File: src/rtl/pha_pkg.sv
package pha_pkg;

  typedef enum logic [2:0] {
    ACQ_IDLE    = 3'd0,
    ACQ_SETTLE  = 3'd1,
    ACQ_START   = 3'd2,
    ACQ_WAIT    = 3'd3,
    ACQ_VALID   = 3'd4,
    ACQ_HOLDRST = 3'd5
  } acq_state_t;

endpackage

File: src/rtl/pha_rst_sync.sv
module pha_rst_sync #(
  parameter int STAGES = 2
) (
  input  logic clk,
  input  logic rst_n,
  output logic rst_n_sync
);

  logic [STAGES-1:0] chain_q;

  always_ff @(posedge clk or negedge rst_n) begin
    if (!rst_n) begin
      chain_q <= '0;
    end else begin
      chain_q <= {chain_q[STAGES-2:0], 1'b1};
    end
  end

  assign rst_n_sync = chain_q[STAGES-1];

endmodule

File: src/rtl/pha_cmp_sync.sv
module pha_cmp_sync #(
  parameter int STAGES = 2
) (
  input  logic clk,
  input  logic rst_n,
  input  logic cmp_async,
  output logic cmp_rise
);

  logic [STAGES-1:0] sync_q;
  logic              last_q;
  logic [STAGES-1:0] sync_d;

  generate
    if (STAGES == 1) begin : g_one
      assign sync_d = cmp_async;
    end else begin : g_many
      assign sync_d = {sync_q[STAGES-2:0], cmp_async};
    end
  endgenerate

  always_ff @(posedge clk or negedge rst_n) begin
    if (!rst_n) begin
      sync_q <= '0;
      last_q <= 1'b0;
    end else begin
      sync_q <= sync_d;
      last_q <= sync_q[STAGES-1];
    end
  end

  assign cmp_rise = sync_q[STAGES-1] & ~last_q;

endmodule

File: src/rtl/pha_event_counter.sv
module pha_event_counter #(
  parameter int CNT_W = 32
) (
  input  logic             clk,
  input  logic             rst_n,
  input  logic             inc,
  input  logic             clr,
  output logic [CNT_W-1:0] count
);

  localparam logic [CNT_W-1:0] CNT_MAX = {CNT_W{1'b1}};

  logic [CNT_W-1:0] count_q;
  logic [CNT_W-1:0] count_d;
  logic             count_en;

  always_comb begin
    count_en = clr | (inc & (count_q != CNT_MAX));
    count_d  = clr ? '0 : count_q + 1'b1;
  end

  always_ff @(posedge clk or negedge rst_n) begin
    if (!rst_n) begin
      count_q <= '0;
    end else if (count_en) begin
      count_q <= count_d;
    end
  end

  assign count = count_q;

endmodule

File: src/rtl/pha_acq_ctrl.sv
module pha_acq_ctrl
  import pha_pkg::*;
#(
  parameter int ADC_W = 10,
  parameter int DLY_W = 8,
  parameter int TO_W  = 12
) (
  input  logic             clk,
  input  logic             rst_n,
  input  logic             evt_rise,
  input  logic [DLY_W-1:0] settle_cycles,
  input  logic [DLY_W-1:0] hold_cycles,
  input  logic [TO_W-1:0]  timeout_cycles,
  input  logic             adc_done,
  input  logic [ADC_W-1:0] adc_data,
  output logic             adc_start,
  output logic             hold_reset,
  output logic             busy,
  output logic             result_valid,
  output logic [ADC_W-1:0] result_data,
  output logic             timeout_err
);

  localparam int CW = (DLY_W > TO_W) ? DLY_W : TO_W;

  acq_state_t       state_q, state_d;
  logic [CW-1:0]    tick_q, tick_d;
  logic             err_q, err_d;
  logic [ADC_W-1:0] sample_q;
  logic             sample_en;
  logic [CW-1:0]    hold_len;
  logic [CW-1:0]    settle_len;
  logic [CW-1:0]    wait_len;

  always_comb begin
    settle_len = CW'(settle_cycles);
    wait_len   = CW'(timeout_cycles);
    hold_len   = (hold_cycles == '0) ? CW'(1) : CW'(hold_cycles);
  end

  always_comb begin
    state_d   = state_q;
    tick_d    = tick_q;
    err_d     = err_q;
    sample_en = 1'b0;
    case (state_q)
      ACQ_IDLE: begin
        if (evt_rise) begin
          state_d = ACQ_SETTLE;
          tick_d  = settle_len;
          err_d   = 1'b0;
        end
      end
      ACQ_SETTLE: begin
        if (tick_q == '0) begin
          state_d = ACQ_START;
        end else begin
          tick_d = tick_q - 1'b1;
        end
      end
      ACQ_START: begin
        state_d = ACQ_WAIT;
        tick_d  = wait_len;
      end
      ACQ_WAIT: begin
        if (adc_done) begin
          state_d   = ACQ_VALID;
          sample_en = 1'b1;
        end else if (tick_q == '0) begin
          state_d = ACQ_HOLDRST;
          tick_d  = hold_len;
          err_d   = 1'b1;
        end else begin
          tick_d = tick_q - 1'b1;
        end
      end
      ACQ_VALID: begin
        state_d = ACQ_HOLDRST;
        tick_d  = hold_len;
      end
      ACQ_HOLDRST: begin
        if (tick_q <= CW'(1)) begin
          state_d = ACQ_IDLE;
        end else begin
          tick_d = tick_q - 1'b1;
        end
      end
      default: begin
        state_d = ACQ_IDLE;
        tick_d  = '0;
      end
    endcase
  end

  always_ff @(posedge clk or negedge rst_n) begin
    if (!rst_n) begin
      state_q <= ACQ_IDLE;
      tick_q  <= '0;
      err_q   <= 1'b0;
    end else begin
      state_q <= state_d;
      tick_q  <= tick_d;
      err_q   <= err_d;
    end
  end

  always_ff @(posedge clk or negedge rst_n) begin
    if (!rst_n) begin
      sample_q <= '0;
    end else if (sample_en) begin
      sample_q <= adc_data;
    end
  end

  assign adc_start    = (state_q == ACQ_START);
  assign hold_reset   = (state_q == ACQ_HOLDRST);
  assign busy         = (state_q != ACQ_IDLE);
  assign result_valid = (state_q == ACQ_VALID);
  assign result_data  = sample_q;
  assign timeout_err  = err_q;

endmodule

File: src/rtl/pha_sequencer.sv
module pha_sequencer #(
  parameter int CNT_W = 32,
  parameter int ADC_W = 10,
  parameter int DLY_W = 8,
  parameter int TO_W  = 12,
  parameter int SYNC_STAGES = 2
) (
  input  logic             clk,
  input  logic             rst_n,
  input  logic             cmp_in,
  input  logic             cnt_clear,
  input  logic [DLY_W-1:0] settle_cycles,
  input  logic [DLY_W-1:0] hold_cycles,
  input  logic [TO_W-1:0]  timeout_cycles,
  input  logic             adc_done,
  input  logic [ADC_W-1:0] adc_data,
  output logic             adc_start,
  output logic             hold_reset,
  output logic             busy,
  output logic             result_valid,
  output logic [ADC_W-1:0] result_data,
  output logic             timeout_err,
  output logic [CNT_W-1:0] pulse_count
);

  logic rst_n_int;
  logic cmp_rise;

  pha_rst_sync #(.STAGES(2)) u_rst (
    .clk        (clk),
    .rst_n      (rst_n),
    .rst_n_sync (rst_n_int)
  );

  pha_cmp_sync #(.STAGES(SYNC_STAGES)) u_sync (
    .clk       (clk),
    .rst_n     (rst_n_int),
    .cmp_async (cmp_in),
    .cmp_rise  (cmp_rise)
  );

  pha_event_counter #(.CNT_W(CNT_W)) u_cnt (
    .clk   (clk),
    .rst_n (rst_n_int),
    .inc   (cmp_rise),
    .clr   (cnt_clear),
    .count (pulse_count)
  );

  pha_acq_ctrl #(
    .ADC_W (ADC_W),
    .DLY_W (DLY_W),
    .TO_W  (TO_W)
  ) u_ctrl (
    .clk            (clk),
    .rst_n          (rst_n_int),
    .evt_rise       (cmp_rise),
    .settle_cycles  (settle_cycles),
    .hold_cycles    (hold_cycles),
    .timeout_cycles (timeout_cycles),
    .adc_done       (adc_done),
    .adc_data       (adc_data),
    .adc_start      (adc_start),
    .hold_reset     (hold_reset),
    .busy           (busy),
    .result_valid   (result_valid),
    .result_data    (result_data),
    .timeout_err    (timeout_err)
  );

endmodule

File: config.mk
export PLATFORM = sky130hd
export DESIGN_NAME = pha_sequencer
export DESIGN_NICKNAME = d
export VERILOG_FILES = /design/src/rtl/pha_pkg.sv /design/src/rtl/pha_rst_sync.sv /design/src/rtl/pha_cmp_sync.sv /design/src/rtl/pha_event_counter.sv /design/src/rtl/pha_acq_ctrl.sv /design/src/rtl/pha_sequencer.sv
export SDC_FILE = /design/constraint.sdc
export NUM_CORES = 1
export LEC_CHECK = 0
export BUFFER_PORTS_ARGS = -buffer_cell sky130_fd_sc_hd__buf_2
export CORE_UTILIZATION = 50
export DETAILED_ROUTE_END_ITERATION = 12
export PLACE_DENSITY = 0.86
export SLEW_MARGIN = 20
export SYNTH_ARGS = -nofsm -noshare
export SYNTH_HDL_FRONTEND = slang
export SYNTH_SLANG_ARGS = --single-unit
File: constraint.sdc
create_clock -name clk -period 2.52 [get_ports clk]
set_input_delay 0.126 -clock clk [delete_from_list [all_inputs] [get_ports clk]]
set_output_delay 0.126 -clock clk [all_outputs]
set_load 0.005 [all_outputs]
# ---- Word level (Yosys, flattened, before mapping)
# Cells that the tools add are included.
dict set report totals {
  ff_bits 63
  input_bits 43
  wordCells 57
}
dict set report classes {
  n_addsub 2
  order_cmp 1
  n_eq_ne 14
  muxes 20
  bitwise_logic 4
  reduce_logical 8
}
# op n
set op_table {}
lappend op_table {{12-bit case mux with 6 select lines} 1}
lappend op_table {{12-bit 2-to-1 mux} 5}
lappend op_table {{32-bit by 1-bit adder with 32-bit output, second input constant} 1}
lappend op_table {{32-bit 2-to-1 mux} 1}
lappend op_table {{32-bit inequality test, second input constant} 1}
lappend op_table {{3-bit case mux with 6 select lines} 1}
lappend op_table {{3-bit 2-to-1 mux} 5}
lappend op_table {{12-bit by 1-bit <= comparator with 1-bit output, second input constant} 1}
lappend op_table {{12-bit logical NOT} 1}
lappend op_table {{4-bit AND reduction} 3}
lappend op_table {{12-bit by 1-bit subtractor with 12-bit output, second input constant} 1}
lappend op_table {{8-bit logical NOT} 1}
lappend op_table {{8-bit 2-to-1 mux} 1}
lappend op_table {{2-bit inequality test, second input constant} 4}
lappend op_table {{3-bit by 2-bit == test with 1-bit output, second input constant} 2}
lappend op_table {{3-bit == test, second input constant} 2}
lappend op_table {{2-bit by 1-bit inequality test with 1-bit output, second input constant} 3}
lappend op_table {{1-bit 2-to-1 mux} 5}
lappend op_table {{3-bit by 1-bit == test with 1-bit output, second input constant} 1}
lappend op_table {{3-bit logical NOT} 1}
lappend op_table {{3-bit by 2-bit inequality test with 1-bit output, second input constant} 1}
lappend op_table {{3-bit nonzero test} 1}
lappend op_table {{1-bit AND} 2}
lappend op_table {{1-bit case mux with 2 select lines} 1}
lappend op_table {{3 further kinds} 3}

# ---- Logic depth before layout (Yosys ltp)
# Gate-level depths: netlist of the first run.
dict set report depth {
  depth_word 5
  ltp_mapped 9
  mapped_depth_nobuf 7
}

# ---- Cells and area by module
# From an unflattened synthesis of the first run, not the netlist that was laid out.
dict set report hier_totals {
  cells_unflattened 412
  hier_area_um2 3842.4
}
# mod n_inst cells_each area_per_inst_um2
set modules_own_cells {}
lappend modules_own_cells {pha_event_counter 1 198 1854.3}
lappend modules_own_cells {pha_acq_ctrl 1 207 1845.5}
lappend modules_own_cells {pha_cmp_sync 1 4 88.8}
lappend modules_own_cells {pha_rst_sync 1 3 53.8}

# ---- Worst setup path after synthesis of the first run
# No wires, ideal clock.
dict set report synth_timing {
  path_type {register to register}
  start {register u_cnt.count_q[0] (netlist: u_cnt.count[0])}
  end {register u_cnt.count_q[4] (netlist: u_cnt.count[4])}
  setup_time_ns 0.125
  arrival_time_ns 2.016
  t_required_ns 2.395
  slack_ns 0.379
  path_stages_with_launch 8
  path_cell_list {dfrtp_1 ha_1 nand4_1 or2_2 nor4_4 buf_6 nor3_2 mux2_4}
}
dict set report synth_via {
  elab_chain_cells 3
  elab_cells_between_ends 5
  cone_classes {1 x add/sub; 1 x eq/ne; 1 x mux; 2 x bitwise}
}
# item line_no
set synth_lines {}
lappend synth_lines {{from (decl)} pha_event_counter.sv:13} ;# logic [CNT_W-1:0] count_q;
lappend synth_lines {{from (signal assigned)} pha_event_counter.sv:26} ;# count_q <= count_d;
lappend synth_lines {{parallel branches: the longest is 3 deep, another holds 32-bit by 1-bit adder with 32-bit output} -}
# Parallel ways; which one is timed is not known.
# A chain may end at the register's enable or synchronous reset.

# ---- Final worst setup path of the first run
dict set report layout_timing {
  start {register u_ctrl.tick_q[1]}
  end {register u_ctrl.tick_q[7]}
}
dict set report layout_via {
  elab_chain_cells 4
  elab_cells_between_ends 11
  cone_classes {1 x add/sub; 1 x order compare; 2 x eq/ne; 5 x mux; 2 x reduce/logical}
}
# item line_no
set layout_lines {}
lappend layout_lines {{from (decl)} pha_acq_ctrl.sv:27} ;# logic [CW-1:0] tick_q, tick_d;
lappend layout_lines {{from (signal assigned)} pha_acq_ctrl.sv:102} ;# tick_q <= tick_d;
lappend layout_lines {{12-bit by 1-bit subtractor with 12-bit output / 12-bit logical NOT (equally long branches)} -}
lappend layout_lines {{12-bit 2-to-1 mux} pha_acq_ctrl.sv:69} ;# end else if (tick_q == '0) begin
lappend layout_lines {{12-bit 2-to-1 mux} pha_acq_ctrl.sv:66} ;# if (adc_done) begin
lappend layout_lines {{12-bit case mux with 6 select lines} pha_acq_ctrl.sv:46} ;# case (state_q)
# Parallel ways exist; a longest one is shown, timed or not. The select of a mux whose other input is x is not followed.

==> flow_metrics.py, run 1 <==
metrics = {
    "cts": {
        "clk_pin_slew_worst_paths_ns": 0.07,
        "numCtsBuffers": 9,
        "cts_htree_levels": 3,
        "cts_root_buffer": "clkbuf_8",
        "clk_path_buf_depth": 2,
        "cts_num_sinks": 63,
        "clk_latency_ns": 0.35,
        "cts_tree": "done",
    },
    "logic_synthesis": {
        "synthTopCellsByCount": "63 x dfrtp_1, 38 x nor2_1, 27 x a21oi_1",
        "yosys_warnings": 0,
        "synth_fp_nets": 455,
        "netlist-cell-type-count": 59,
        "synth_edf_count": 0,
        "synth.area.top_cells": "dfrtp_1 41%, nor2_1 3.7%, a21oi_1 3.5%",
        "ys_seq_area_share_pct": 40.87,
        "async_flop_share_pct": 100.0,
        "synth_compound_area_share_pct": 20.95,
        "synth_top_area_share_pct": 40.87,
        "synth-simple-area-share_pct": 23.97,
        "synth_ff_type": "dfrtp_1",
        "syn_avg_cell_area_um2": 9.455,
        "synth_seq_cells": 63,
        "muxShareOfSynthArea_pct": 6.228,
        "postSynthCellCount": 408,
        "synth_area_leader_cell": "dfrtp_1",
        "synth_area_mm2": 0.003857,
        "synth_xor_area_share_pct": 2.043,
        "yosysMostFrequentCell": "dfrtp_1",
        "synth_top_family_by_area": "simple AND/OR/NAND/NOR gates",
        "synth_fa_ha_area_share_pct": 1.297,
    },
    "global_route": {
        "grt_max_degree": 36,
        "grt_overflow": 0,
        "grt_pass1_vias": 3542,
        "grt_pass1_wl_um": 16560,
        "antenna_found_initial": 0,
        "track_usage_pct": 25.39,
    },
    "sta": {
        "worst_pin_slew_ns": 0.9020,
        "period_share_pct": 96.54,
        "period_minus_slack_ns": 2.433,
        "setup_viol": 0,
        "rsz0062_at_grt": "false",
        "final.setup.worst_slack_ns": 0.08721,
        "drv_slew": 0,
        "maxSlewHeadroom_pct": 39.50,
        "fin_setup_tns_ns": 0,
        "finalHoldViolations": 0,
        "holdWs_ns": 0.01202,
        "finalClockSkew_ns": 0.01105,
        "fmax_ghz": 0.4111,
    },
    "drt": {
        "viasPerCell": 6.045,
        "wl_per_cell_um": 16.13,
        "firstDrtPassIters": 5,
        "vias": 3730,
        "drc_errors": 0,
        "wirelength_um": 9952,
        "ant_nets": 0,
        "drtIter0Drc": 259,
    },
    "setup_path": {
        "critPathRequiredTime_ns": 2.77,
        "worst_setup_path_end_kind": "flip-flop",
        "path_max_fanout": 5,
        "critPathLaunchType": "flip-flop",
        "path_class": "reg2reg",
        "reg2reg_depth": 7,
        "cp.arrival_ns": 2.69,
    },
    "layout": {
        "multi_input_area_mm2": 0.002118,
        "final_area_mm2": 0.004760,
        "area_growth_pct": 23.39,
        "nets": 560,
        "fillCellCount": 625,
        "layout-drive-gt1-share_pct": 30.69,
        "n_antenna_cell": 0,
        "seq_area_mm2": 0.001578,
    },
    "min_path": {
        "hp-class": "in2reg",
        "min_path_cells": 2,
    },
    "power": {
        "power_uw": 4087,
        "ir_drop_mv": 0.6442,
        "power_density_mw_per_mm2": 858.7,
        "p_leak_uw": 0.002151,
    },
    "die": {
        "die_width_um": 89.84,
        "die_h_um": 89.84,
        "start_util_pct": 52.34,
        "dieArea_mm2": 0.008070,
        "num_io_pins": 90,
        "rows": 31,
        "core_area_mm2": 0.007370,
    },
    "placed_design": {
        "gp_congestion": 0.9339,
        "postPlaceCellArea_mm2": 0.004483,
        "place.detailed.hpwl_um": 7258,
        "post-place-ws_ns": -0.02017,
        "io_buffers": 89,
    },
    "run": {
        "cap_violations": 0,
    },
    "run_status": {
        "run_status": "completed",
    },
}
[per-stage QoR]
stage                     std cells  utilization [%]
after CTS                       616            64.40
after detailed placement        595            60.83
after global placement          595            60.83
final                           617            64.58
after global routing            617            64.58
after floorplan                 408                -
[report_power, final]
part	internal (µW)	total [µW]	switching [µW]
sequential	1200	1400	205
clock	488	908	419
combinational	769	1780	1010
total	2460	4090	1630
[repair_timing]
item                                    in CTS  in global routing
buffers inserted                             0                  1
endpoints found under the setup margin       1                  5
hold buffers                                 5                  0
endpoints found under the hold margin        6                  0
gates resized for setup                      1                  1
pin swaps                                    0                  1
[final cells by class]
type	instances	share of cell area, %
clock buffer	10	2.892
sequential	63	33.15
tap	99	2.603
inverter	22	1.735
timing repair buffer	113	13.67
multi-input combinational	304	44.51
clock inverter	6	1.446
[sequential cells by signal, summed over array words and instances, names as in the netlist]
signal / flops
u_cnt.count: 32
u_ctrl.timeout_err: 1
u_rst.chain_q: 2
u_sync.sync_q: 2
u_ctrl.state_q: 3
u_ctrl.tick_q: 12
u_ctrl.result_data: 10
u_sync.last_q: 1
[cell families after synthesis]
group                    Yosys count
flip-flops                        63
buffers and inverters             41
other                              1
AND/OR/NAND/NOR                  155
XOR/XNOR                           9
multiplexers                      22
AO/OA/AOI/OAI                    113
adder cells (fa/ha/maj)            4
[placed cells by master, fill, tap and decap left out, drive strengths merged, types with 4 or more instances in the layout]
cell	Yosys	layout
a21o	4	4
nor4	8	8
clkbuf	12	10
dlygate4sd3	0	5
a21oi	27	27
inv	22	23
or4	7	7
a221oi	7	7
xor2	5	5
nor3	14	14
a211oi	6	6
nand3	15	15
buf	7	108
dfrtp	63	63
o211ai	6	6
mux2i	9	9
o31ai	5	5
nand4	12	12
a22oi	5	5
a31o	4	4
a2bb2oi	7	7
and4	7	7
or3	15	15
nor2	38	38
mux2	13	13
o2111ai	5	5
xnor2	4	4
o221ai	9	9
nand2b	5	5
ha	4	4
o21ai	16	16
nand2	19	19
nor2b	5	5
[critical path, stage by stage, from the launching register on]
cell and delay, ns:
dfrtp_1 0.38, inv_1 0.11, ha_1 0.20, nor4b_2 0.17, a31o_2 0.27, a211oi_1 0.77, a221oi_1 0.23, o221ai_1 0.22
[per-layer routing]
| layer | track usage, % | part of all wire [%] | up-vias |
|---|---|---|---|
| met2 | 42.18 | 49 | 173 |
| li1 | - | - | 1766 |
| met1 | 32.22 | 42 | 1775 |
| met4 | 11.48 | 1.6 | 0 |
| met5 | 0 | 0 | - |
| met3 | 4.653 | 7.0 | 16 |
[path summary, 6_finish.rpt]
check	startpoint	endpoint	slack [ns]
worst min register to register	u_rst.chain_q[1]	u_cnt.count[27]	0.31
min in group asynchronous	rst_n	u_rst.chain_q[0]	0.11
worst max-delay path	u_ctrl.tick_q[1]	u_ctrl.tick_q[7]	0.09
worst min-delay path	adc_data[1]	u_ctrl.result_data[1]	0.01
max in group asynchronous	u_rst.chain_q[1]	u_ctrl.tick_q[0]	1.59
worst max register to register	u_ctrl.tick_q[1]	u_ctrl.tick_q[7]	0.09
Power figures use the tool's default switching activity.
==> inputs of run 2 (changes only) <==
- SYNTH_HIERARCHICAL: default -> 1
==> run 2 against run 1 <==
Compared with the run above: via count grew 1.1%; worst setup slack gained 0.0086 ns; first-iteration DRC count grew 46%; flip-flop and latch count is the same.
==> flow_metrics.py, run 2 <==
metrics = {
    "drt": {
        "viasPerCell": 6.071,
        "drc_errors": 0,
        "wirelength_um": 10410,
        "ant_nets": 0,
        "vias": 3770,
        "drtIter0Drc": 378,
        "firstDrtPassIters": 5,
        "wl_per_cell_um": 16.76,
    },
    "cts": {
        "cts_htree_levels": 3,
        "cts_num_sinks": 63,
        "clk_path_buf_depth": 2,
        "cts_setup_buffers": 0,
        "clk_latency_ns": 0.34,
        "numCtsBuffers": 9,
        "cts-resized-gates": 0,
        "clk_pin_slew_worst_paths_ns": 0.08,
        "cts_tree": "done",
        "cts_root_buffer": "clkbuf_8",
    },
    "power": {
        "p_leak_uw": 0.002107,
        "power_density_mw_per_mm2": 867.1,
        "ir_drop_mv": 0.4092,
    },
    "setup_path": {
        "critPathRequiredTime_ns": 2.72,
        "crit_path_cell_trace": "or4_4 > or4_4 > o21ai_4 > inv_2 > a31oi_1 > o22ai_1",
        "regToRegSetupSlack_ns": 0.1,
        "worst_setup_path_end_kind": "flip-flop",
        "reg2reg_depth": 6,
        "rr_endpoint": "u_ctrl/tick_q[7]",
        "path_class": "reg2reg",
        "path_max_fanout": 9,
        "cp.arrival_ns": 2.62,
        "slowest_delay_ns": 0.58,
        "slowest_stage": "or4_4",
        "crit_top_cell": "or4_4",
        "r2r-start": "u_ctrl/tick_q[8]",
        "critPathLaunchType": "flip-flop",
    },
    "min_path": {
        "hp-start": "timeout_cycles[11]",
        "holdPathEnd": "u_ctrl/tick_q[11]",
        "hp-class": "in2reg",
        "min_path_cells": 3,
    },
    "layout": {
        "largest_register_ffs": 32,
        "nets": 564,
        "n_antenna_cell": 0,
        "fillCellCount": 590,
        "final_area_mm2": 0.004688,
        "final_cell_mix": "89 x buf_2, 62 x dfrtp_1, 36 x nor2_1",
        "layout-drive-gt1-share_pct": 31.61,
        "final_common_cell": "buf_2",
        "area_growth_pct": 22.01,
    },
    "sta": {
        "fmax_ghz": 0.4125,
        "fin_setup_tns_ns": 0,
        "finalHoldViolations": 0,
        "worst_pin_slew_ns": 0.9137,
        "period_minus_slack_ns": 2.424,
        "rsz0062_at_grt": "false",
        "finalClockSkew_ns": 0.01003,
        "period_share_pct": 96.20,
        "setup_viol": 0,
        "drv_slew": 0,
        "maxSlewHeadroom_pct": 38.62,
    },
    "global_route": {
        "grt_overflow": 0,
        "grt_pass1_vias": 3541,
        "antenna_found_initial": 0,
        "use_met1_pct": 35.40,
        "track_usage_pct": 27.20,
        "grt_pass1_wl_um": 16520,
        "use_met3_pct": 4.205,
        "met2_usage_pct": 44.97,
        "grt-busiest-layer": "met2",
        "grt_max_degree": 41,
    },
    "logic_synthesis": {
        "synth.area.top_cells": "dfrtp_1 41%, mux2_2 5.0%, nor2_1 3.5%",
        "ys_seq_area_share_pct": 41.03,
        "yosysMostFrequentCell": "dfrtp_1",
        "synth_area_leader_cell": "dfrtp_1",
        "synthTopCellsByCount": "63 x dfrtp_1, 36 x nor2_1, 25 x nand2_1",
        "synth_area_mm2": 0.003842,
        "synth_fp_nets": 459,
        "syn_avg_cell_area_um2": 9.326,
        "synth_top_area_share_pct": 41.03,
        "async_flop_share_pct": 100.0,
        "synth_edf_count": 0,
        "synth_ff_type": "dfrtp_1",
        "synth_seq_cells": 63,
        "postSynthCellCount": 412,
        "netlist-cell-type-count": 71,
        "yosys_warnings": 6,
    },
    "placed_design": {
        "gp_congestion": 0.9338,
        "place.detailed.hpwl_um": 7421,
        "postPlaceCellArea_mm2": 0.004493,
        "io_buffers": 89,
    },
    "run_status": {
        "run_status": "completed",
    },
    "die": {
        "num_io_pins": 90,
        "dieArea_mm2": 0.008040,
        "rows": 31,
        "die_h_um": 89.67,
        "start_util_pct": 52.42,
        "core_area_mm2": 0.007331,
        "die_width_um": 89.67,
    },
    "run": {
        "cap_violations": 0,
    },
}
[run 2: cell count changes after synthesis, sizes merged, moves of 6 or more]
cell	previous run	this run
a21oi	27	18
a2bb2oi	7	1
a31oi	1	9
and3	1	10
and4	7	1
nand2	19	25
o221ai	9	1
xnor2	4	10
[run 2: timing repair]
item                                   4_1_cts  5_1_grt
setup endpoints to repair                    0        1
endpoints found under the hold margin        3        0
hold buffers                                 2        0
[run 2: area by class of cell]
| class | count | area, µm² | share of cell area, % |
|---|---|---|---|
| Clock inverter | 5 | 33.78 | 0.7206 |
| Tap cell | 99 | 123.9 | 2.642 |
| Sequential cell | 63 | 1578 | 33.65 |
| Inverter | 20 | 75.07 | 1.601 |
| Clock buffer | 11 | 141.4 | 3.016 |
| Timing Repair Buffer | 113 | 630.6 | 13.45 |
| Multi-Input combinational cell | 310 | 2106 | 44.92 |
[run 2: how the worst max path moves through the flow]
stage | startpoint | end | slack (ns) | cells after the start
final | u_ctrl/tick_q[8] | u_ctrl/tick_q[7] | 0.1 | 6
after CTS | u_ctrl/tick_q[8] | u_ctrl/tick_q[7] | 0.1 | 6
after global routing | u_ctrl/tick_q[8] | u_ctrl/tick_q[7] | 0.01 | 6
after floorplan | u_ctrl/tick_q[7] | u_ctrl/tick_q[2] | 0.26 | 6
after global placement | u_ctrl/tick_q[7] | u_ctrl/tick_q[7] | 0.20 | 6
after detailed placement | u_ctrl/tick_q[7] | u_ctrl/tick_q[7] | 0.12 | 6
[run 2: critical path: cells and delay by family (launching register included)]
kind,cells,cell delay [ns]
simple gates,2,1.11
compound gates,3,0.58
flops,1,0.44
buf+inv,1,0.15
[run 2: stage by stage]
step | util (%) | instances | hold WS (ns) | total power [µW] | setup slack, ns
after global placement | 61.29 | 603 | -0.08914 | 3185 | 0.1995
after CTS | 63.95 | 621 | 0.008492 | 4044 | 0.09646
final | 63.95 | 621 | 0.01769 | 4065 | 0.09579
after floorplan | - | 412 | -0.1696 | 2635 | 0.2601
after detailed placement | 61.29 | 603 | -0.08793 | 3233 | 0.1223
after global routing | 63.95 | 621 | 0.008651 | 4311 | 0.01028
[run 2: cell families after synthesis]
logic type,synth area share (%)
AND/OR/NAND/NOR,26.08
multiplexers,7.196
buffers and inverters,4.168
flip-flops,41.03
adder cells (fa/ha/maj),1.303
AO/OA/AOI/OAI,16.71
XOR/XNOR,3.419
other,0.09759
[run 2: routing by layer]
layer	part of all wire [%]	vias to the layer above
met5	0	-
met4	2.0	0
met3	6.8	21
met2	48	201
met1	43	1810
li1	-	1738
[run 2: report_power, final]
| group | switching, µW | total (µW) | internal [µW] |
|---|---|---|---|
| logic | 940 | 1780 | 836 |
| registers | 272 | 1490 | 1220 |
| clock network | 416 | 800 | 384 |
==> inputs of run 3 (changes only) <==
- clock period: 2.52 -> 3.1 ns (I/O delays scaled with it)
==> run 3 against run 2 <==
Compared with the run above: die area did not move; hold slack better by 0.038 ns; power fell by 20%; final cell count down 2.6%; first-iteration DRC count shrank 29%; combinational power down 29%; non-clock buffer count shrank 16; critical path type unchanged; highest routed layer unchanged; global-route usage decreased by 1.9 points.
==> flow_metrics.py, run 3 (same netlist as run 2, synthesis figures left out) <==
metrics = {
    "run_status": {
        "run_status": "completed",
    },
    "global_route": {
        "grt_max_degree": 43,
        "track_usage_pct": 25.35,
        "grt_pass1_wl_um": 15550,
        "grt_pass1_vias": 3413,
        "antenna_found_initial": 0,
        "grt_overflow": 0,
    },
    "sta": {
        "period_minus_slack_ns": 2.556,
        "fmax_ghz": 0.3912,
        "drv_slew": 0,
        "maxSlewHeadroom_pct": 28.50,
        "finalClockSkew_ns": 0.007512,
        "worst_pin_slew_ns": 1.073,
        "finalHoldViolations": 0,
        "period_share_pct": 82.45,
        "rsz0062_at_grt": "false",
        "fin_setup_tns_ns": 0,
        "setup_viol": 0,
    },
    "drt": {
        "wl_per_cell_um": 16.44,
        "ant_nets": 0,
        "drtIter0Drc": 270,
        "wirelength_um": 9945,
        "drc_errors": 0,
        "viasPerCell": 6.121,
        "firstDrtPassIters": 5,
        "vias": 3703,
    },
    "layout": {
        "area_growth_pct": 19.77,
        "n_antenna_cell": 0,
        "final_common_cell": "buf_2",
        "final_cell_mix": "89 x buf_2, 62 x dfrtp_1, 36 x nor2_1",
        "layout-drive-gt1-share_pct": 29.45,
        "final_cells": 605,
        "largest_register_ffs": 32,
        "nets": 548,
    },
    "setup_path": {
        "critical-path-top-delay-family": "simple AND/OR/NAND/NOR gates",
        "r2r-start": "u_ctrl/tick_q[4]",
        "reg2reg_depth": 6,
        "startpoint": "u_ctrl/tick_q[4]",
        "rr_endpoint": "u_ctrl/tick_q[7]",
        "cp.arrival_ns": 2.75,
        "critPathBufInv": 1,
        "crit_path_cell_trace": "or4_1 > or4_4 > o21ai_4 > inv_2 > a31oi_1 > o22ai_1",
        "critPathRequiredTime_ns": 3.30,
        "regToRegSetupSlack_ns": 0.54,
        "path_class": "reg2reg",
        "slowest_delay_ns": 0.66,
        "worst_setup_path_end_kind": "flip-flop",
        "critPathCapture": "u_ctrl/tick_q[7]",
        "crit_cells": 6,
        "slowest_stage": "or4_1",
        "path_max_fanout": 13,
        "critPathLaunchType": "flip-flop",
    },
    "cts": {
        "numCtsBuffers": 9,
        "cts_tree": "done",
        "cts_setup_buffers": 0,
        "cts_num_sinks": 63,
        "clk_latency_ns": 0.33,
        "clk_pin_slew_worst_paths_ns": 0.07,
        "clk_path_buf_depth": 2,
        "cts-resized-gates": 0,
        "cts_root_buffer": "clkbuf_8",
        "cts_htree_levels": 3,
    },
    "power": {
        "power_density_mw_per_mm2": 710.0,
        "ir_drop_mv": 0.4781,
        "p_leak_uw": 0.002049,
    },
    "placed_design": {
        "io_buffers": 89,
        "place.detailed.hpwl_um": 7028,
        "gp_congestion": 0.9489,
        "place_inst": 587,
    },
    "run": {
        "cap_violations": 0,
    },
    "die": {
        "core_area_mm2": 0.007331,
        "die_width_um": 89.67,
        "start_util_pct": 52.42,
        "dieArea_mm2": 0.008040,
        "die_h_um": 89.67,
        "rows": 31,
        "num_io_pins": 90,
    },
    "min_path": {
        "hp-class": "in2reg",
    },
}
==> run 3: metal layers <==
| layer | up-vias | track usage [%] | part of all wire [%] |
|---|---|---|---|
| met5 | - | 0 | 0 |
| met4 | 0 | 10.97 | 1.9 |
| met3 | 16 | 3.656 | 7.3 |
| met2 | 176 | 41.53 | 49 |
| met1 | 1784 | 33.69 | 42 |
| li1 | 1727 | - | - |
==> run 3: final cells by class <==
| cell class | count | area (µm²) |
|---|---|---|
| fillers | 598 | 2729 |
| clock inverters | 3 | 40.04 |
| well taps | 99 | 123.9 |
| multi-input cells | 310 | 2106 |
| repair buffers | 97 | 510.5 |
| inverters | 20 | 75.07 |
| clock buffers | 13 | 168.9 |
| flip-flops and latches | 63 | 1578 |
==> run 3: timing repair <==
item,4_1_cts,5_1_grt
hold buffers,2,0
hold endpoints to repair,3,0
setup endpoints to repair,0,0
==> run 3: how the worst min path moves through the flow <==
| stage | startpoint | end | slack [ns] | cells after the start |
|---|---|---|---|---|
| 2_1_floorplan | rst_n | u_rst/chain_q[0] | -0.14 | 0 |
| 3_3_place_gp | rst_n | u_rst/chain_q[0] | -0.06 | 1 |
| 3_5_place_dp | rst_n | u_rst/chain_q[0] | -0.06 | 1 |
| 4_1_cts | adc_data[0] | u_ctrl/result_data[0] | 0.04 | 2 |
| 5_1_grt | adc_data[9] | u_ctrl/result_data[9] | 0.05 | 2 |
| 6_report | adc_data[0] | u_ctrl/result_data[0] | 0.06 | 2 |
==> run 3: through the flow <==
stage | hold slack [ns] | cell area [µm²] | worst slack [ns] | power (µW) | util [%]
3_5_place_dp | -0.05884 | 4373 | 0.5868 | 2520 | 59.65
2_1_floorplan | -0.1406 | 3842 | 0.8401 | 2142 | -
5_1_grt | 0.04862 | 4602 | 0.4246 | 3470 | 62.78
3_3_place_gp | -0.06003 | 4373 | 0.6617 | 2466 | 59.65
4_1_cts | 0.04284 | 4602 | 0.5584 | 3263 | 62.78
6_report | 0.05608 | 4602 | 0.5440 | 3268 | 62.78
==> run 3: worst reg2reg max path, stage by stage, from the launching register on <==
cell and delay (ns):
dfrtp_1 0.43, or4_1 0.66, or4_4 0.49, o21ai_4 0.38
inv_2 0.17, a31oi_1 0.20, o22ai_1 0.09
==> run 3: power breakdown <==
part / leakage [µW] / total, µW / internal, µW / switching (µW)
registers: 0.000821 / 1280 / 989 / 292
clock network: 0.000109 / 728 / 435 / 293
logic: 0.00112 / 1260 / 604 / 655
